[config.mk]
export PLATFORM = sky130hd
export DESIGN_NAME = qenc_pos_if
export DESIGN_NICKNAME = d
export VERILOG_FILES = /design/src/rtl/qenc_pkg.sv /design/src/rtl/qenc_sync.sv /design/src/rtl/qenc_edge.sv /design/src/rtl/qenc_velpre.sv /design/src/rtl/qenc_pos_if.sv
export SDC_FILE = /design/constraint.sdc
export NUM_CORES = 1
export LEC_CHECK = 0
export BUFFER_PORTS_ARGS = -buffer_cell sky130_fd_sc_hd__buf_2
export CAP_MARGIN = 20
export CORE_UTILIZATION = 50
export CTS_CLUSTER_SIZE = 24
export DETAILED_ROUTE_END_ITERATION = 10
export GPL_ROUTABILITY_DRIVEN = 0
export PLACE_DENSITY = 0.8
export SLEW_MARGIN = 25
export SYNTH_ARGS = -nofsm -noshare
export SYNTH_HDL_FRONTEND = slang
export SYNTH_SLANG_ARGS = --single-unit
export TNS_END_PERCENT = 10
[constraint.sdc]
create_clock -name clk -period 6.5 [get_ports clk]
set_input_delay 0.65 -clock clk [delete_from_list [all_inputs] [get_ports clk]]
set_output_delay 0.65 -clock clk [all_outputs]
set_load 0.05 [all_outputs]
[src/rtl/qenc_pkg.sv]
package qenc_pkg;

    localparam int unsigned CNT_W  = 16;
    localparam int unsigned ADDR_W = 2;

    localparam logic [ADDR_W-1:0] ADDR_CTRL = 2'd0;
    localparam logic [ADDR_W-1:0] ADDR_POS  = 2'd1;
    localparam logic [ADDR_W-1:0] ADDR_MAX  = 2'd2;

    // decoded view of the 3-bit mode field
    typedef struct packed {
        logic active;
        logic four_x;
        logic idx_reset;
    } mode_dec_t;

    function automatic mode_dec_t decode_mode(input logic [2:0] code);
        mode_dec_t m;
        m = '0;
        unique case (code)
            3'b001: m = '{active: 1'b1, four_x: 1'b0, idx_reset: 1'b1};
            3'b010: m = '{active: 1'b1, four_x: 1'b0, idx_reset: 1'b0};
            3'b101: m = '{active: 1'b1, four_x: 1'b1, idx_reset: 1'b1};
            3'b110: m = '{active: 1'b1, four_x: 1'b1, idx_reset: 1'b0};
            default: m = '0;
        endcase
        return m;
    endfunction

endpackage

[src/rtl/qenc_sync.sv]
module qenc_sync #(
    parameter int unsigned W      = 3,
    parameter int unsigned STAGES = 2
) (
    input  logic         clk,
    input  logic         rst_n,
    input  logic [W-1:0] async_i,
    output logic [W-1:0] sync_o
);

    logic [STAGES-1:0][W-1:0] stg_d, stg_q;

    always_comb begin
        stg_d[0] = async_i;
        for (int i = 1; i < STAGES; i++) begin
            stg_d[i] = stg_q[i-1];
        end
    end

    always_ff @(posedge clk or negedge rst_n) begin
        if (!rst_n) stg_q <= '0;
        else        stg_q <= stg_d;
    end

    assign sync_o = stg_q[STAGES-1];

endmodule

[src/rtl/qenc_edge.sv]
module qenc_edge (
    input  logic clk,
    input  logic rst_n,
    input  logic a_i,
    input  logic b_i,
    input  logic en_i,
    input  logic four_x_i,
    output logic step_up_o,
    output logic step_dn_o
);

    typedef struct packed {
        logic a;
        logic b;
    } prev_t;

    prev_t s_d, s_q;
    logic  da, db, up, dn;

    always_comb begin
        s_d.a = a_i;
        s_d.b = b_i;
        da    = a_i ^ s_q.a;
        db    = b_i ^ s_q.b;
        up    = 1'b0;
        dn    = 1'b0;
        // both phases moving in one sample is illegal: drop it
        if (en_i && !(da && db)) begin
            if (da) begin
                up = a_i ^ b_i;
                dn = ~(a_i ^ b_i);
            end else if (db && four_x_i) begin
                up = ~(a_i ^ b_i);
                dn = a_i ^ b_i;
            end
        end
    end

    always_ff @(posedge clk or negedge rst_n) begin
        if (!rst_n) s_q <= '0;
        else        s_q <= s_d;
    end

    assign step_up_o = up;
    assign step_dn_o = dn;

    assert_one_dir_R9: assert property (@(posedge clk) disable iff (!rst_n)
        !(step_up_o && step_dn_o));

    assert_b_ignored_2x_R4: assert property (@(posedge clk) disable iff (!rst_n)
        (!four_x_i && (a_i == s_q.a)) |-> !(step_up_o || step_dn_o));

endmodule

[src/rtl/qenc_velpre.sv]
module qenc_velpre #(
    parameter int unsigned DIV_W = 6
) (
    input  logic       clk,
    input  logic       rst_n,
    input  logic       en_i,
    input  logic       restart_i,
    input  logic       step_i,
    input  logic [1:0] ratio_i,
    output logic       pulse_o
);

    typedef struct packed {
        logic [DIV_W-1:0] cnt;
        logic             pulse;
    } vp_t;

    vp_t              v_d, v_q;
    logic [DIV_W-1:0] lim;

    always_comb begin
        lim   = DIV_W'((32'd1 << {ratio_i, 1'b0}) - 32'd1);
        v_d   = v_q;
        v_d.pulse = 1'b0;
        if (restart_i || !en_i) begin
            v_d.cnt = '0;
        end else if (step_i) begin
            if (v_q.cnt >= lim) begin
                v_d.cnt   = '0;
                v_d.pulse = 1'b1;
            end else begin
                v_d.cnt = v_q.cnt + 1'b1;
            end
        end
    end

    always_ff @(posedge clk or negedge rst_n) begin
        if (!rst_n) v_q <= '0;
        else        v_q <= v_d;
    end

    assign pulse_o = v_q.pulse;

    assert_pulse_gated_R10: assert property (@(posedge clk) disable iff (!rst_n)
        pulse_o |-> $past(en_i));

endmodule

[src/rtl/qenc_pos_if.sv]
module qenc_pos_if
    import qenc_pkg::*;
(
    input  logic              clk,
    input  logic              rst_n,
    input  logic              enc_a_i,
    input  logic              enc_b_i,
    input  logic              enc_idx_i,
    input  logic              cap_req_i,
    output logic              cap_grant_o,
    input  logic              reg_wr_i,
    input  logic [ADDR_W-1:0] reg_addr_i,
    input  logic [CNT_W-1:0]  reg_wdata_i,
    output logic [CNT_W-1:0]  reg_rdata_o,
    output logic              vel_pulse_o
);

    localparam logic [CNT_W-1:0] TOP_VAL = '1;

    typedef struct packed {
        logic [CNT_W-1:0] pos;
        logic [CNT_W-1:0] maxc;
        logic             velm;
        logic             err;
        logic             dir;
        logic [2:0]       mode;
        logic [1:0]       pdec;
    } st_t;

    st_t       q, d;
    mode_dec_t md;
    logic [2:0] syn;
    logic      up, dn, err_set, ctrl_wr;

    qenc_sync #(.W(3), .STAGES(2)) u_sync (
        .clk     (clk),
        .rst_n   (rst_n),
        .async_i ({enc_idx_i, enc_b_i, enc_a_i}),
        .sync_o  (syn)
    );

    assign md = decode_mode(q.mode);

    qenc_edge u_edge (
        .clk       (clk),
        .rst_n     (rst_n),
        .a_i       (syn[0]),
        .b_i       (syn[1]),
        .en_i      (md.active),
        .four_x_i  (md.four_x),
        .step_up_o (up),
        .step_dn_o (dn)
    );

    assign ctrl_wr = reg_wr_i && (reg_addr_i == ADDR_CTRL);

    qenc_velpre #(.DIV_W(6)) u_vel (
        .clk       (clk),
        .rst_n     (rst_n),
        .en_i      (md.active && !q.velm),
        .restart_i (ctrl_wr),
        .step_i    (up || dn),
        .ratio_i   (q.pdec),
        .pulse_o   (vel_pulse_o)
    );

    always_comb begin
        d       = q;
        err_set = 1'b0;
        if (md.active) begin
            if (up || dn) d.dir = up;
            if (md.idx_reset && syn[2]) begin
                d.pos = '0;
            end else if (up) begin
                if (md.idx_reset) begin
                    if (q.pos == TOP_VAL) err_set = 1'b1;
                    d.pos = q.pos + 1'b1;
                end else begin
                    d.pos = (q.pos == q.maxc) ? '0 : q.pos + 1'b1;
                end
            end else if (dn) begin
                if (md.idx_reset) begin
                    if (q.pos == '0) err_set = 1'b1;
                    d.pos = q.pos - 1'b1;
                end else begin
                    d.pos = (q.pos == '0) ? q.maxc : q.pos - 1'b1;
                end
            end
        end
        if (reg_wr_i) begin
            unique case (reg_addr_i)
                ADDR_POS: d.pos  = reg_wdata_i;
                ADDR_MAX: d.maxc = reg_wdata_i;
                ADDR_CTRL: begin
                    d.velm = reg_wdata_i[7];
                    d.mode = reg_wdata_i[4:2];
                    d.pdec = reg_wdata_i[1:0];
                end
                default: ;
            endcase
        end
        d.err = (q.err && !(ctrl_wr && !reg_wdata_i[6])) || err_set;
    end

    always_ff @(posedge clk or negedge rst_n) begin
        if (!rst_n) q <= '0;
        else        q <= d;
    end

    always_comb begin
        unique case (reg_addr_i)
            ADDR_CTRL: reg_rdata_o = {8'h00, q.velm, q.err, q.dir, q.mode, q.pdec};
            ADDR_POS:  reg_rdata_o = q.pos;
            ADDR_MAX:  reg_rdata_o = q.maxc;
            default:   reg_rdata_o = '0;
        endcase
    end

    assign cap_grant_o = cap_req_i && !md.active;

    assert_err_sticky_R8: assert property (@(posedge clk) disable iff (!rst_n)
        ($past(q.err) && !($past(ctrl_wr) && !$past(reg_wdata_i[6]))) |-> q.err);

    assert_off_hold_R2: assert property (@(posedge clk) disable iff (!rst_n)
        (!md.active && !reg_wr_i) |=> $stable(q.pos));

    assert_unit_move_R3: assert property (@(posedge clk) disable iff (!rst_n)
        (md.active && !reg_wr_i) |=>
            (q.pos == $past(q.pos)) || (q.pos == $past(q.pos) + 16'd1) ||
            (q.pos == $past(q.pos) - 16'd1) || (q.pos == '0) || (q.pos == $past(q.maxc)));

    assert_period_no_err_R7: assert property (@(posedge clk) disable iff (!rst_n)
        (md.active && !md.idx_reset && !q.err) |=> !q.err);

endmodule

After elaboration in Yosys (flattened, before gate mapping)

Cells that the tools add are included.

Flip-flop bits (word level): 55
Bits in latches: 0
RAM bits: 0
ROM bits: 0
Input port bits: 25
Output and inout port bits: 18
Word-level logic and storage cells: 88
Memories kept: 0

$add $sub $neg: 4
Multipliers: 0
Divide/modulo/power cells: 0
$lt $le $gt $ge: 1
Equal/unequal tests: 8
Shift-type cells: 1
Mux-type cells: 33
Bitwise logic cells: 4
Reduce and logical (&&, ||, !) cells: 24

Operator list:

| kind                                                 | number |
|---|---|
| two-way mux 16 bit                                   | 10 |
| case mux 16 bit (3 select lines)                     | 1 |
| two-way mux 33 bit                                   | 1 |
| two-way mux 1 bit                                    | 17 |
| adder 16 x 1 -> 16 bit (second input constant)       | 1 |
| equality test 16 bit                                 | 1 |
| equality test 16 bit (second input constant)         | 1 |
| zero test 16 bit                                     | 1 |
| subtractor 16 x 1 -> 16 bit (second input constant)  | 1 |
| two-way mux 6 bit                                    | 2 |
| case mux 3 bit (4 select lines)                      | 1 |
| logical AND 1 bit                                    | 9 |
| two-way mux 7 bit                                    | 1 |
| adder 6 x 1 -> 6 bit (second input constant)         | 1 |
| equality test 3 bit (second input constant)          | 2 |
| >= comparator 6 bit                                  | 1 |
| zero test 1 bit                                      | 6 |
| AND reduction 2 bit                                  | 3 |
| << shifter 1 x 3 -> 6 bit (first input constant)     | 1 |
| subtractor 6 x 1 -> 6 bit (second input constant)    | 1 |
| equality test 3 x 1 -> 1 bit (second input constant) | 1 |
| equality test 3 x 2 -> 1 bit (second input constant) | 1 |
| logical OR 1 bit                                     | 3 |
| bitwise XOR 1 bit                                    | 3 |
| other kinds (5)                                      | 5 |

Depth between registers and ports, before layout

Depth after elaboration: 12
Mapped depth: 11
Gate-level depth less buffers: 9

By module

Synthesis repeated with hierarchy kept, for this count alone.

Cells, all modules: 451
Area total of the unflattened synthesis: 4,057.6 sq um

By module, submodules not included:

| module      | times used | cells an instance | area an instance (sq um) | seq. area each (sq um) |
|---|---|---|---|---|
| qenc_pos_if | 1          | 379               | 3,234.4                  | 1,001.0 |
| qenc_velpre | 1          | 49                | 518.0                    | 175.2 |
| qenc_edge   | 1          | 17                | 155.1                    | 50.0 |
| qenc_sync   | 1          | 6                 | 150.1                    | 150.1 |

Least setup slack after synthesis

No wires, ideal clock.

Path type: input port to output port
Start point: in reg_addr_i[0]
End point: out reg_rdata_o[0]
Arrival: 2,264 ps
Required time: 5,850 ps
Setup slack: 3,586 ps
Stages: 3
Path buffers: 1
Path through: buf_1 > mux2i_1 > o21ai_0

Longest elaborated chain between the ends: 2
Elaborated cells on any way between the ends: 4
Those cells by class: 2 x eq/ne; 1 x mux; 1 x reduce/logical

Ends and longest elaborated chain:

| element                                           | RTL line           | text |
|---|---|---|
| start: declaration                                | qenc_pos_if.sv:12  | `input logic [ADDR_W-1:0] reg_addr_i,` |
| equality test 2 bit, or another cell as far along | qenc_pos_if.sv:111 | `unique case (reg_addr_i)` |
| case mux 16 bit (3 select lines) *                | qenc_pos_if.sv:111 |  |
| end: declaration                                  | qenc_pos_if.sv:14  | `output logic [CNT_W-1:0] reg_rdata_o,` |

Every way passes the cells marked *; elsewhere a longest branch is shown, timed or not.

==> results.yml <==
floorplanning:
  dieArea_sq_um: 8700
  io_pins: 43
  core_area_sq_um: 7890
  num_rows: 32
  dieWidth_um: 93.3
  die_y_um: 93.3
  initial_utilization_pct: 52.8
critical_path:
  crit_type: "flip-flop to flip-flop"
  cp_max_fo: 22
  critPathCaptureType: "flip-flop"
  arrival_ns: 3.51
  required_ns: 6.77
  cp-start-kind: "flip-flop"
job:
  cap_violations: 0
min_path:
  min_path_type: "flip-flop to flip-flop"
logic_synthesis:
  yosys_warnings: 0
  synth_mux_area_share_pct: 8.32
  synth_fa_ha_area_share_pct: 4.21
  synth_area_sq_um: 4170
  synth_xor_area_share_pct: 6.94
  synth_nets: 502
  synth_compound_area_share_pct: 20.6
  synthSimpleGateAreaFrac_pct: 21.7
  yosysTopAreaCell: "dfrtp_1"
  synth-seq-area-share_pct: 33.0
  syn_avg_cell_area_sq_um: 9.00
  synthArstFlopShare_pct: 100
  synth_top_family_by_area: "simple AND/OR/NAND/NOR gates"
  synth.area.top_cells: "dfrtp_1 33%, mux2_2 5.4%, xor2_1 5.0%, ha_1 4.2%, a21oi_1 3.8%"
  yosys_register_bits: 55
  netlist_instances: 463
  yosys_most_used_dff: "dfrtp_1"
  yosysTopAreaCellShare_pct: 33.0
  synth-edff-count: 0
  ys_types: 77
sta:
  setup_viol: 0
  tightest_slew_ns: 1.03
  fin_ws_ns: 3.26
  hold_ws_ns: 0.359
  finalCritPeriodShare_pct: 49.9
  fin_skew_ns: 0.0144
  finalHoldViolCount: 0
  timing.final.max_slew_violations: 0
  finalCriticalPeriod_ns: 3.24
  fmax_mhz: 308
  tns_ns: 0
  slew_headroom_pct: 31.7
  rsz0062_at_grt: "false"
grt:
  antenna_found_initial: 0
  grt_pass1_wl_mm: 18.8
  grt_overflow_total: 0
  grt_usage_pct: 27.8
  grt_pass1_vias: 3779
  grt_max_degree: 56
clocking:
  root_buffer: "clkbuf_8"
  clk_path_buf_depth: 2
  clock_latency_ns: 0.33
  cts-resized-gates: 0
  tritoncts_num_sinks: 55
  cts_setup_buffers: 0
  clkTransAtPathRegs_ns: 0.12
  cts_buffers: 5
  htreeDepth: 2
  cts_hold_buf: 0
  cts_tree: "yes"
placement:
  place_ws_ns: 3.36
  io_buffers: 42
  dpl.hpwl_mm: 8.28
  placed_cell_area_sq_um: 4350
power:
  p_per_area_nw_per_um2: 346
  leakage_nw: 1.92
  peakVddDrop_mv: 0.147
detailed_routing:
  wl_mm: 11.5
  wl_per_cell_um: 19.7
  drc_errors: 0
  drt-pass1-iter-count: 7
  avgViaCountPerCell: 6.58
  ant_nets: 0
  route.vias.total: 3848
  drtIter0Drc: 475
layout:
  nets: 521
  n_fill_cell: 717
  syn_to_final_growth_pct: 6.76
  num_antenna_cells: 0
  finish.utilization_pct: 56.4
  postLayoutCellArea_sq_um: 4450
  layout-drive-gt1-share_pct: 19.7
outcome:
  outcome: "finished clean"
[routing by layer]
metal  vias up  part of all wire, %  track usage (%)
met2       219                   47             45.4
met4         0                  4.1             13.7
li1       1738                    -                -
met5         -                    0                0
met3        57                  8.2             4.07
met1      1834                   41             36.0
[final cells by class]
cell class | instances | area [sq um] | area share (%)
Sequential cell | 55 | 1380 | 31.0
Clock buffer | 5 | 68.8 | 1.55
Tap cell | 102 | 128 | 2.87
Multi-Input combinational cell | 365 | 2580 | 58.0
Inverter | 11 | 41.3 | 0.929
Clock inverter | 3 | 27.5 | 0.619
Timing Repair Buffer | 44 | 225 | 5.06
[where the power goes]
group / internal, W / switching (W)
combinational: 0.000286 / 0.000420
sequential: 0.000417 / 0.000202
clock: 0.0000803 / 0.000131
total: 0.000784 / 0.000754
[cells in the mapped netlist, types with 6 or more instances]
cell type,count
and3_1,13
inv_1,11
nor2_1,30
xnor2_1,9
clkbuf_1,13
nand3_1,13
buf_2,12
nand4_1,9
mux2_2,20
a21oi_1,32
a221o_1,6
a22o_1,9
nand2_1,36
o22ai_1,9
nor3_1,7
mux2i_1,11
ha_1,14
xor2_1,24
dfrtp_1,55
o21ai_0,29
[critical path: stages (launching register included)]
cell      delay [ns]
dfrtp_1         0.41
inv_1           0.07
ha_1            0.75
or2b_1          0.34
o32ai_1         0.16
a22oi_1         0.86
nor3_1          0.09
a311oi_1        0.30
a221o_1         0.21
[layout by cell type, fill, tap and decap left out, types with 6 or more instances in the layout]
cell type  count
mux2i_1       11
o21ai_0       29
a21oi_1       32
nor3_1         7
o22ai_1        9
a22o_1         9
nand3_1       13
ha_1          14
and3_1        13
mux2_2        20
xnor2_1        9
dfrtp_1       55
nand2_1       36
inv_1         11
a221o_1        6
xor2_1        24
nand4_1        9
nor2_1        30
buf_2         42
[flip-flops by register name (all words and copies together) (netlist names)]
register	flops
u_edge.s_q	2
u_sync.sync_o	3
u_vel.v_q	6
u_vel.pulse_o	1
u_sync.stg_d	3
q	40
[cells by family after synthesis]
| group | Yosys count |
|---|---|
| AND/OR/NAND/NOR | 158 |
| AO/OA/AOI/OAI | 128 |
| flip-flops | 55 |
| buffers and inverters | 43 |
| XOR/XNOR | 33 |
| multiplexers | 32 |
| adder cells (fa/ha/maj) | 14 |
[stage by stage]
step	power (W)	std cells
after floorplan	0.00115	463
after global placement	0.00128	577
after detailed placement	0.00131	577
after CTS	0.00152	585
after global routing	0.00163	585
final	0.00154	585
[final timing paths]
check                                                  end                 startpoint  cells past startpoint  slack [ns]
worst max-delay path                       q[35]$_DFF_PN0_           q[2]$_DFFE_PN0P_                      8        3.26
worst min-delay path            u_sync.sync_o[2]$_DFF_PN0_  u_sync.stg_d[5]$_DFF_PN0_                      0        0.36
worst max register to register             q[35]$_DFF_PN0_           q[2]$_DFFE_PN0P_                      8        3.26
worst min register to register  u_sync.sync_o[2]$_DFF_PN0_  u_sync.stg_d[5]$_DFF_PN0_                      0        0.36
max in group asynchronous                q[16]$_DFFE_PN0P_                      rst_n                      2        5.58
min in group asynchronous                  q[39]$_DFF_PN0_                      rst_n                      2        0.45
No activity file was read; power rests on OpenSTA's default activity.
